<file path="src/rtl/cke_pkg.sv">
package cke_pkg;

    typedef enum logic [1:0] {
        INIT_COUNT,
        INIT_SW_WAIT,
        INIT_RUN
    } init_state_e;

    typedef enum logic [1:0] {
        LANE_HOLD,
        LANE_FOLLOW,
        LANE_PARK,
        LANE_OFF
    } lane_state_e;

endpackage

</file>
<file path="src/rtl/cke_cfg_reg.sv">
module cke_cfg_reg #(
    parameter int RANKS = 4
) (
    input  logic             clk_i,
    input  logic             rst_i,
    input  logic             wr_i,
    input  logic             release_i,
    input  logic [RANKS-1:0] mask_i,
    output logic             release_o,
    output logic [RANKS-1:0] mask_o
);

    logic             release_q;
    logic [RANKS-1:0] mask_q;

    always_ff @(posedge clk_i) begin
        if (rst_i) begin
            release_q <= 1'b0;
            mask_q    <= '1;
        end else if (wr_i) begin
            release_q <= release_i;
            mask_q    <= mask_i;
        end
    end

    assign release_o = release_q;
    assign mask_o    = mask_q;

    // every rank is treated as fitted straight after reset
    p_mask_reset_r6: assert property (@(posedge clk_i)
        rst_i |=> (mask_q == '1 && !release_q));

endmodule

</file>
<file path="src/rtl/cke_lowtime_timer.sv">
module cke_lowtime_timer #(
    parameter int LIMIT = 40000
) (
    input  logic clk_i,
    input  logic rst_i,
    output logic done_o
);

    localparam int CW = $clog2(LIMIT + 1);
    localparam logic [CW-1:0] LAST = CW'(LIMIT);

    logic [CW-1:0] cnt_q;

    always_ff @(posedge clk_i) begin
        if (rst_i) begin
            cnt_q <= '0;
        end else if (cnt_q != LAST) begin
            cnt_q <= cnt_q + 1'b1;
        end
    end

    assign done_o = (cnt_q == LAST);

    // the count saturates at the limit and never wraps
    p_count_bound_r3: assert property (@(posedge clk_i) disable iff (rst_i)
        cnt_q <= LAST);

    // once expired the timer stays expired
    p_done_sticky_r3: assert property (@(posedge clk_i) disable iff (rst_i)
        done_o |=> done_o);

endmodule

</file>
<file path="src/rtl/cke_init_fsm.sv">
module cke_init_fsm
    import cke_pkg::*;
(
    input  logic clk_i,
    input  logic rst_i,
    input  logic timer_done_i,
    input  logic release_i,
    output logic run_o
);

    init_state_e state_q, state_d;

    always_ff @(posedge clk_i) begin
        if (rst_i) begin
            state_q <= INIT_COUNT;
        end else begin
            state_q <= state_d;
        end
    end

    always_comb begin
        state_d = state_q;
        unique case (state_q)
            INIT_COUNT: begin
                if (timer_done_i) begin
                    state_d = release_i ? INIT_RUN : INIT_SW_WAIT;
                end
            end
            INIT_SW_WAIT: begin
                if (release_i) begin
                    state_d = INIT_RUN;
                end
            end
            INIT_RUN: state_d = INIT_RUN;
            default:  state_d = INIT_COUNT;
        endcase
    end

    assign run_o = (state_q == INIT_RUN);

    // run can only be entered after the minimum low time
    p_no_early_run_r3: assert property (@(posedge clk_i) disable iff (rst_i)
        (state_q == INIT_RUN) |-> timer_done_i);

    // run is final until reset
    p_run_sticky_r10: assert property (@(posedge clk_i) disable iff (rst_i)
        (state_q == INIT_RUN) |=> (state_q == INIT_RUN));

endmodule

</file>
<file path="src/rtl/cke_rank_lane.sv">
module cke_rank_lane
    import cke_pkg::*;
(
    input  logic clk_i,
    input  logic rst_i,
    input  logic run_i,
    input  logic fitted_i,
    input  logic req_i,
    output logic cke_o,
    output logic oe_o
);

    lane_state_e state_q, state_d;
    logic        cke_q;
    logic        oe_q;

    // state register
    always_ff @(posedge clk_i) begin
        if (rst_i) begin
            state_q <= LANE_HOLD;
        end else begin
            state_q <= state_d;
        end
    end

    always_comb begin
        state_d = state_q;
        unique case (state_q)
            LANE_HOLD: begin
                if (!fitted_i) begin
                    state_d = LANE_OFF;
                end else if (run_i) begin
                    state_d = LANE_FOLLOW;
                end
            end
            LANE_FOLLOW: begin
                if (!fitted_i) begin
                    state_d = cke_q ? LANE_PARK : LANE_OFF;
                end
            end
            LANE_PARK: state_d = LANE_OFF;
            LANE_OFF: begin
                if (fitted_i) begin
                    state_d = run_i ? LANE_FOLLOW : LANE_HOLD;
                end
            end
            default: state_d = LANE_HOLD;
        endcase
    end

    // registered outputs, aligned with the state register
    always_ff @(posedge clk_i) begin
        if (rst_i) begin
            cke_q <= 1'b0;
            oe_q  <= 1'b1;
        end else begin
            cke_q <= (state_d == LANE_FOLLOW) && req_i;
            oe_q  <= (state_d != LANE_OFF);
        end
    end

    assign cke_o = cke_q;
    assign oe_o  = oe_q;

    // CKE stays low while the init machine has not reached run
    p_hold_low_r2: assert property (@(posedge clk_i) disable iff (rst_i)
        !run_i |-> !cke_q);

    // a floated rank never carries a high CKE value
    p_off_low_r7: assert property (@(posedge clk_i) disable iff (rst_i)
        !oe_q |-> !cke_q);

    // the enable only drops after a cycle with CKE low
    p_park_first_r8: assert property (@(posedge clk_i) disable iff (rst_i)
        $fell(oe_q) |-> !$past(cke_q));

endmodule

</file>
<file path="src/rtl/cke_rank_ctrl.sv">
module cke_rank_ctrl #(
    parameter int RANKS      = 4,
    parameter int CLK_MHZ    = 200,
    parameter int MIN_LOW_US = 200
) (
    input  logic             clk_i,
    input  logic             rst_i,
    input  logic             cfg_wr_i,
    input  logic             cfg_release_i,
    input  logic [RANKS-1:0] cfg_mask_i,
    input  logic [RANKS-1:0] cke_req_i,
    output logic [RANKS-1:0] cke_o,
    output logic [RANKS-1:0] cke_oe_o,
    output logic [RANKS-1:0] cs_oe_o,
    output logic             ready_o
);

    localparam int LIMIT = CLK_MHZ * MIN_LOW_US;

    logic             release_w;
    logic [RANKS-1:0] mask_w;
    logic             timer_done_w;
    logic             run_w;
    logic [RANKS-1:0] oe_w;

    cke_cfg_reg #(.RANKS(RANKS)) u_cfg (
        .clk_i     (clk_i),
        .rst_i     (rst_i),
        .wr_i      (cfg_wr_i),
        .release_i (cfg_release_i),
        .mask_i    (cfg_mask_i),
        .release_o (release_w),
        .mask_o    (mask_w)
    );

    cke_lowtime_timer #(.LIMIT(LIMIT)) u_timer (
        .clk_i  (clk_i),
        .rst_i  (rst_i),
        .done_o (timer_done_w)
    );

    cke_init_fsm u_init (
        .clk_i        (clk_i),
        .rst_i        (rst_i),
        .timer_done_i (timer_done_w),
        .release_i    (release_w),
        .run_o        (run_w)
    );

    for (genvar g = 0; g < RANKS; g++) begin : g_lane
        cke_rank_lane u_lane (
            .clk_i    (clk_i),
            .rst_i    (rst_i),
            .run_i    (run_w),
            .fitted_i (mask_w[g]),
            .req_i    (cke_req_i[g]),
            .cke_o    (cke_o[g]),
            .oe_o     (oe_w[g])
        );
    end

    assign cke_oe_o = oe_w;
    assign cs_oe_o  = oe_w;
    assign ready_o  = run_w;

    // reset puts every pin in its safe state
    p_reset_safe_r1: assert property (@(posedge clk_i)
        rst_i |=> (cke_o == '0 && cke_oe_o == '1 && !ready_o));

    // ready never falls outside reset
    p_ready_sticky_r10: assert property (@(posedge clk_i) disable iff (rst_i)
        ready_o |=> ready_o);

endmodule

</file>
<file path="config.mk">
export PLATFORM = sky130hd
export DESIGN_NAME = cke_rank_ctrl
export DESIGN_NICKNAME = d
export VERILOG_FILES = /design/src/rtl/cke_pkg.sv /design/src/rtl/cke_cfg_reg.sv /design/src/rtl/cke_lowtime_timer.sv /design/src/rtl/cke_init_fsm.sv /design/src/rtl/cke_rank_lane.sv /design/src/rtl/cke_rank_ctrl.sv
export SDC_FILE = /design/constraint.sdc
export NUM_CORES = 1
export LEC_CHECK = 0
export BUFFER_PORTS_ARGS = -buffer_cell sky130_fd_sc_hd__buf_4
export CAP_MARGIN = 20
export CORE_MARGIN = 3
export CORE_UTILIZATION = 55
export DETAILED_ROUTE_END_ITERATION = 8
export PLACE_DENSITY_LB_ADDON = 0.25
export REMOVE_ABC_BUFFERS = 1
export SETUP_SLACK_MARGIN = 0.4
export SLEW_MARGIN = 20
export SYNTH_ARGS = -nofsm -noshare
export SYNTH_HDL_FRONTEND = slang
export SYNTH_SLANG_ARGS = --single-unit
</file>
<file path="constraint.sdc">
create_clock -name clk_i -period 4.2 [get_ports clk_i]
set_input_delay 0.84 -clock clk_i [delete_from_list [all_inputs] [get_ports clk_i]]
set_output_delay 0.84 -clock clk_i [all_outputs]
set_load 0.02 [all_outputs]
</file>
==> qor.csv, run 1 <==
metric,value,unit
min_period,2.096,ns
slew_headroom,77.88,%
crit_type,register to output pin,
fin_ws,2.104,ns
synthAdderAreaFrac,4.289,%
synth_async_sr_flop_share,0,%
comb_power_share,10.6,%
slew_violations,0,
postCtsHoldBufs,0,
setup_viol,0,
tritoncts,done,
power_frac_clock,34.8,%
dpl.hpwl,2208,um
synth_top_family_by_area,simple AND/OR/NAND/NOR gates,
powerDensity,377.9,nW/um^2
antenna_found_initial,0,
synthMuxAreaShare,1.144,%
start_util,60.35,%
synth.area.top_cells,"dfxtp_1 45%, buf_4 5.1%, xor2_1 4.5%, ha_1 4.3%, a21oi_1 3.7%",
dieArea,3896,um^2
tns,0,ns
post_dp_cell_area,1878,um^2
cts_resized,0,
tightest_slew,0.3319,ns
synth_edf_count,0,
ir_drop,0.2047,mV
drive_above_1_share,18.32,%
post_drt_wl_per_cell,12.68,um
hold_viol,0,
coreArea,2900,um^2
vias,1341,
ant_nets,0,
path_cells,inv_1 > ha_1 > buf_4,
grt_pass1_wl,5423,um
clock_sink_count,39,
fin_skew,0.01236,ns
finalInstanceArea,1964,um^2
cp_max_fo,5,
insertion_delay,0.34,ns
antenna_cells,0,
synth_cells,186,
yosys.area.top_type,dfxtp_1,
synth-main-ff-cell,dfxtp_1,
num_io_pins,25,
rows,19,
path_delay_family,flip-flops,
syn_area,1750,um^2
cts-root-buf,clkbuf_4,
synth_top_area_share,44.60,%
ys_seq_elements,39,
postCtsSetupBuffers,0,
cpPeakStageDelay,0.39,ns
max_clock_freq,477.1,MHz
synth.most_common_cell,dfxtp_1,
die_y,62.42,um
rsz0062_at_grt,no,
finalCritPeriodShare,49.91,%
fill_cells,248,
via_per_inst,5.496,
synth_cell_types,35,
cp-end-kind,output pin,
grt-ovfl-total,0,
cts.clk_slew.worst_paths,0.12,ns
hold_path_class,register to register,
h-tree-depth,2,
synth_area_per_cell,9.411,um^2
slowest_stage,dfxtp_1,
synth-xor-area-share,6.505,%
clockBufferDepth,2,
dr.pass1.iters,4,
max-cap-violations,0,
drc_errors,0,
place_congestion,0.7667,
seq_area_frac_synth,44.60,%
p_switching,0.1722,mW
final_nets,219,
synthSimpleGateAreaFrac,27.59,%
switching_share,23.19,%
p_leak,0.7722,nW
grt_pass1_vias,1265,
die_w,62.42,um
startpoint_type,register,
synth-compound-area-share,8.363,%
track_usage,17.01,%
numPortBuffers,24,
worst-path-buf-inv,2,
seqPwrFrac,54.6,%
drt_iter0_drc,112,
internal-power,0.5703,mW
area_growth,12.22,%
required,3.36,ns
arrival,1.26,ns
status,"finished, final reports clean",
dp_slack,2.481,ns
grt_max_degree,32,
routed_wl,3094,um
yosys_warnings,0,
cts_buffers,5,
synth_commonest_cells,"39 x dfxtp_1, 16 x nor2_1, 13 x a21oi_1, 12 x buf_4, 9 x xor2_1",
## worst register-to-register path, cell delays in order (launching register included)
cell,delay (ns)
dfxtp_1,0.36
inv_1,0.06
ha_1,0.13
nor4b_2,0.26
a41oi_1,0.23
or4_1,0.50
a21oi_1,0.14
## per-layer routing
metal  GRT usage (%)  part of all wire [%]
met5               0                     0
met4           6.336                   1.4
met3           6.475                   6.5
met2           28.63                    50
met1           19.51                    42
## sequential cells by signal, summed over array words and instances (netlist names)
signal                 count
u_timer.cnt_q             16
g_lane.u_lane.state_q      8
g_lane.u_lane.cke_o        4
u_init.state_q             2
g_lane.u_lane.oe_o         4
u_cfg.mask_o               4
u_cfg.release_o            1
## metrics by stage
stage / cells / power [mW] / util [%] / hold slack, ns
final: 244 / 0.7424 / 67.73 / 0.5028
after global routing: 244 / 0.7802 / 67.73 / 0.5332
after CTS: 244 / 0.7523 / 67.73 / 0.5051
after detailed placement: 236 / 0.4936 / 64.75 / 0.4877
after global placement: 236 / 0.4905 / 64.75 / 0.4672
after floorplan: 170 / 0.4572 / - / 0.4478
## power groups by stage
stage          clock, mW  sequential, mW  combinational (mW)
6_report           0.258           0.406              0.0785
3_5_place_dp           0           0.414              0.0793
2_1_floorplan          0           0.422              0.0351
5_1_grt            0.285           0.409              0.0861
3_3_place_gp           0           0.413              0.0780
4_1_cts            0.267           0.406              0.0797
## layout by cell type (no fill, tap or decap), types with 2 or more instances in the layout
cell type  Yosys  routed
a211o_1        4       4
a21oi_1       13      13
and4_1         5       5
buf_4         12      24
clkbuf_4       0       5
dfxtp_1       39      39
ha_1           6       6
inv_1          7       7
mux2i_1        2       2
nand2_1        8       8
nand2b_1       4       4
nand3_1        6       6
nand3b_1       5       5
nand4_1        2       2
nand4_2        2       2
nor2_1        16      16
nor2b_1        5       5
nor3_1         5       5
nor3b_1        4       4
nor4_1         2       2
o21ai_0        6       6
or3_1          4       4
or4_1          2       2
or4b_1         2       2
xnor2_1        4       4
xor2_1         9       9
## final cells by class
class / count / area [um^2] / area share (%)
inverters: 7 / 26.28 / 1.338
flip-flops and latches: 39 / 780.7 / 39.75
clock inverters: 2 / 35.03 / 1.783
repair buffers: 24 / 180.2 / 9.172
clock buffers: 6 / 51.30 / 2.611
multi-input cells: 124 / 838.3 / 42.68
well taps: 42 / 52.55 / 2.675
## worst paths after layout
kind	endpoint	slack [ns]	startpoint	cells past startpoint
worst max-delay path	ready_o	2.10	u_init.state_q[0]	3
worst min-delay path	g_lane[2].u_lane.oe_o	0.50	g_lane[2].u_lane.cke_o	2
worst max register to register	u_init.state_q[1]	2.47	u_timer.cnt_q[0]	6
worst min register to register	g_lane[2].u_lane.oe_o	0.50	g_lane[2].u_lane.cke_o	2
## cells by family after synthesis
| kind of cell | after synthesis |
|---|---|
| AOI/OAI and AO/OA | 25 |
| and+or+nand+nor | 78 |
| buffers and inverters | 23 |
| adders and majority gates | 6 |
| muxes | 2 |
| xor gates and xnor gates | 13 |
| DFF | 39 |
Note: power is estimated with default switching activity, not from simulation.
==> run 2: changes to the inputs <==
Settings changed: ABC_AREA from default to 1.
Clock period 4.2 ns to 1.95 ns, I/O delays scaled along.
==> run 2 against run 1 <==
  * Via count grew 8.0%
  * Clock power rose by 55%
  * Combinational power rose by 120%
  * Setup slack got worse by 1.7 ns
  * Clock-buffer cell count unchanged
  * Sequential share of layout area decreased by 0.91 points
  * Largest cell class unchanged
  * Critical path depth is the same
  * Wire length shrank 0.19%
  * Non-clock buffer count grew 1
==> qor.csv, run 2 <==
metric,value,unit
status,"finished, final reports clean",
crit_type,register to output pin,
clock_sink_count,39,
clockBufferDepth,2,
track_usage,17.17,%
grt-ovfl-total,0,
via_per_inst,4.671,
final_core_util,65.00,%
tritoncts,done,
antenna_found_initial,0,
arrival,1.12,ns
largest_reg_flops,16,
ant_nets,0,
cts_buffers,5,
r2r.worst_path.cells,8,
min_period,1.510,ns
synth_area_per_cell,7.316,um^2
startpoint_type,register,
coreArea,3103,um^2
largest-register,u_timer.cnt_q,
seq_area_frac_synth,42.86,%
num_io_pins,25,
cp-end-kind,output pin,
power_frac_clock,28.0,%
die_y,63.55,um
hold_path_class,primary input to register,
biggestRegsByFlops,"u_timer.cnt_q: 16 flops, g_lane.u_lane.state_q: 8 flops",
finalInstanceArea,2017,um^2
required,1.56,ns
dr.pass1.iters,4,
drc_errors,0,
register_area,783.3,um^2
synth.most_common_cell,nand2_1,
hold_viol,0,
postCtsHoldBufs,0,
numPortBuffers,24,
yosys.area.top_type,dfxtp_1,
finalCritPeriodShare,77.43,%
antenna_cells,0,
synth_cells,249,
fill_cells,287,
max_clock_freq,662.3,MHz
vias,1448,
most-common-layout-cells,"41 x nand2_1, 39 x inv_1, 39 x nor2_1",
comb_power_share,12.1,%
yosys_warnings,0,
synth_async_sr_flop_share,0,%
dieArea,4039,um^2
ys_seq_elements,39,
synth-main-ff-cell,dfxtp_1,
tns,0,ns
min_path_cells,3,
drt_iter0_drc,99,
start_util,58.71,%
whs,0.2533,ns
rows,20,
seqPwrFrac,60.0,%
cp_max_fo,3,
max-cap-violations,0,
cts-root-buf,clkbuf_4,
multiInputGateArea,790.8,um^2
h-tree-depth,2,
tightest_slew,0.4573,ns
synth.area.top_cells,"dfxtp_1 43%, nand2_1 8.4%, inv_1 8.0%, nor2_1 8.0%, a21oi_1 5.2%",
p_leak,0.9226,nW
synth_top_area_share,42.86,%
cts.clk_slew.worst_paths,0.11,ns
internal-power,1.047,mW
final_nets,283,
synth_cell_types,26,
fin_skew,0.004803,ns
post_drt_wl_per_cell,9.961,um
p_switching,0.3800,mW
synth_commonest_cells,"41 x nand2_1, 39 x dfxtp_1, 39 x inv_1, 39 x nor2_1, 19 x a21oi_1",
slew_violations,0,
die_w,63.55,um
ir_drop,0.4182,mV
insertion_delay,0.34,ns
syn_area,1822,um^2
final_common_cell,nand2_1,
synth_edf_count,0,
grt_max_degree,18,
dpl.hpwl,2343,um
drive_above_1_share,18.42,%
grt_pass1_vias,1348,
post_dp_cell_area,1951,um^2
place_congestion,0.8533,
grt_pass1_wl,5457,um
area_growth,10.71,%
routed_wl,3088,um
switching_share,26.63,%
setup_viol,0,
slew_headroom,69.48,%
rsz0062_at_grt,no,
powerDensity,707.4,nW/um^2
==> run 2: cell count changes after synthesis, sizes merged, moves of 5 or more <==
cell / change
xor2: -5
o21ai: +10
nor2b: -5
a21oi: +6
inv: +32
nand3: +5
nor2: +28
nand2: +39
and4: -5
==> run 2: area by class of cell <==
type | count | area share (%)
Multi-Input combinational cell | 155 | 39.21
Clock inverter | 2 | 0.6203
Sequential cell | 39 | 38.83
Clock buffer | 6 | 2.047
Timing Repair Buffer | 25 | 9.305
Inverter | 39 | 7.258
Tap cell | 44 | 2.730
==> run 2: worst paths after layout <==
| kind | start | to | slack (ns) |
|---|---|---|---|
| max | u_init.state_q[0] | ready_o | 0.44 |
| min | cfg_mask_i[3] | u_cfg.mask_o[3] | 0.25 |
| max reg2reg | u_timer.cnt_q[1] | u_timer.cnt_q[14] | 0.60 |
| min reg2reg | u_cfg.mask_o[2] | u_cfg.mask_o[2] | 0.49 |
==> run 2: layer usage <==
layer | wire length [um] | track usage, %
met5 | 0 | 0
met2 | 1364 | 26.60
met3 | 102 | 4.456
met4 | 83 | 10.51
met1 | 1537 | 21.15
==> run 2: logic make-up (layout without fill, tap and decap cells) <==
logic type	after synthesis	count (layout)	synth area share [%]
AO/OA/AOI/OAI	38	38	10.78
XOR/XNOR	4	4	1.923
adder cells (fa/ha/maj)	6	6	4.121
buffers and inverters	55	72	13.87
flip-flops	39	39	42.86
AND/OR/NAND/NOR	107	107	26.44
==> run 2: timing repair <==
item,4_1_cts,5_1_grt
gates cloned,0,0
buffers inserted,1,0
endpoints found under the hold margin,0,0
resized for setup,1,2
setup endpoints to repair,1,1
==> run 2: worst max-delay path, cell delays in order, from the launching register on <==
cell and delay (ns):
dfxtp_2 0.34, inv_1 0.09, ha_2 0.21, buf_4 0.15
==> run 2: stage by stage <==
step / worst slack, ns / std cells / power [mW]
after detailed placement: 0.5685 / 301 / 1.048
after global routing: 0.3982 / 310 / 1.505
after floorplan: 0.6606 / 233 / 0.9765
after CTS: 0.4067 / 310 / 1.448
after global placement: 0.5933 / 301 / 1.042
final: 0.4401 / 310 / 1.427
==> run 2: power by group through the flow <==
stage | registers [mW] | logic [mW] | clock network, mW
finish | 0.856 | 0.172 | 0.399
global route | 0.862 | 0.198 | 0.446
floorplan | 0.891 | 0.0853 | 0
CTS | 0.856 | 0.174 | 0.418
detailed placement | 0.874 | 0.174 | 0
global placement | 0.873 | 0.169 | 0
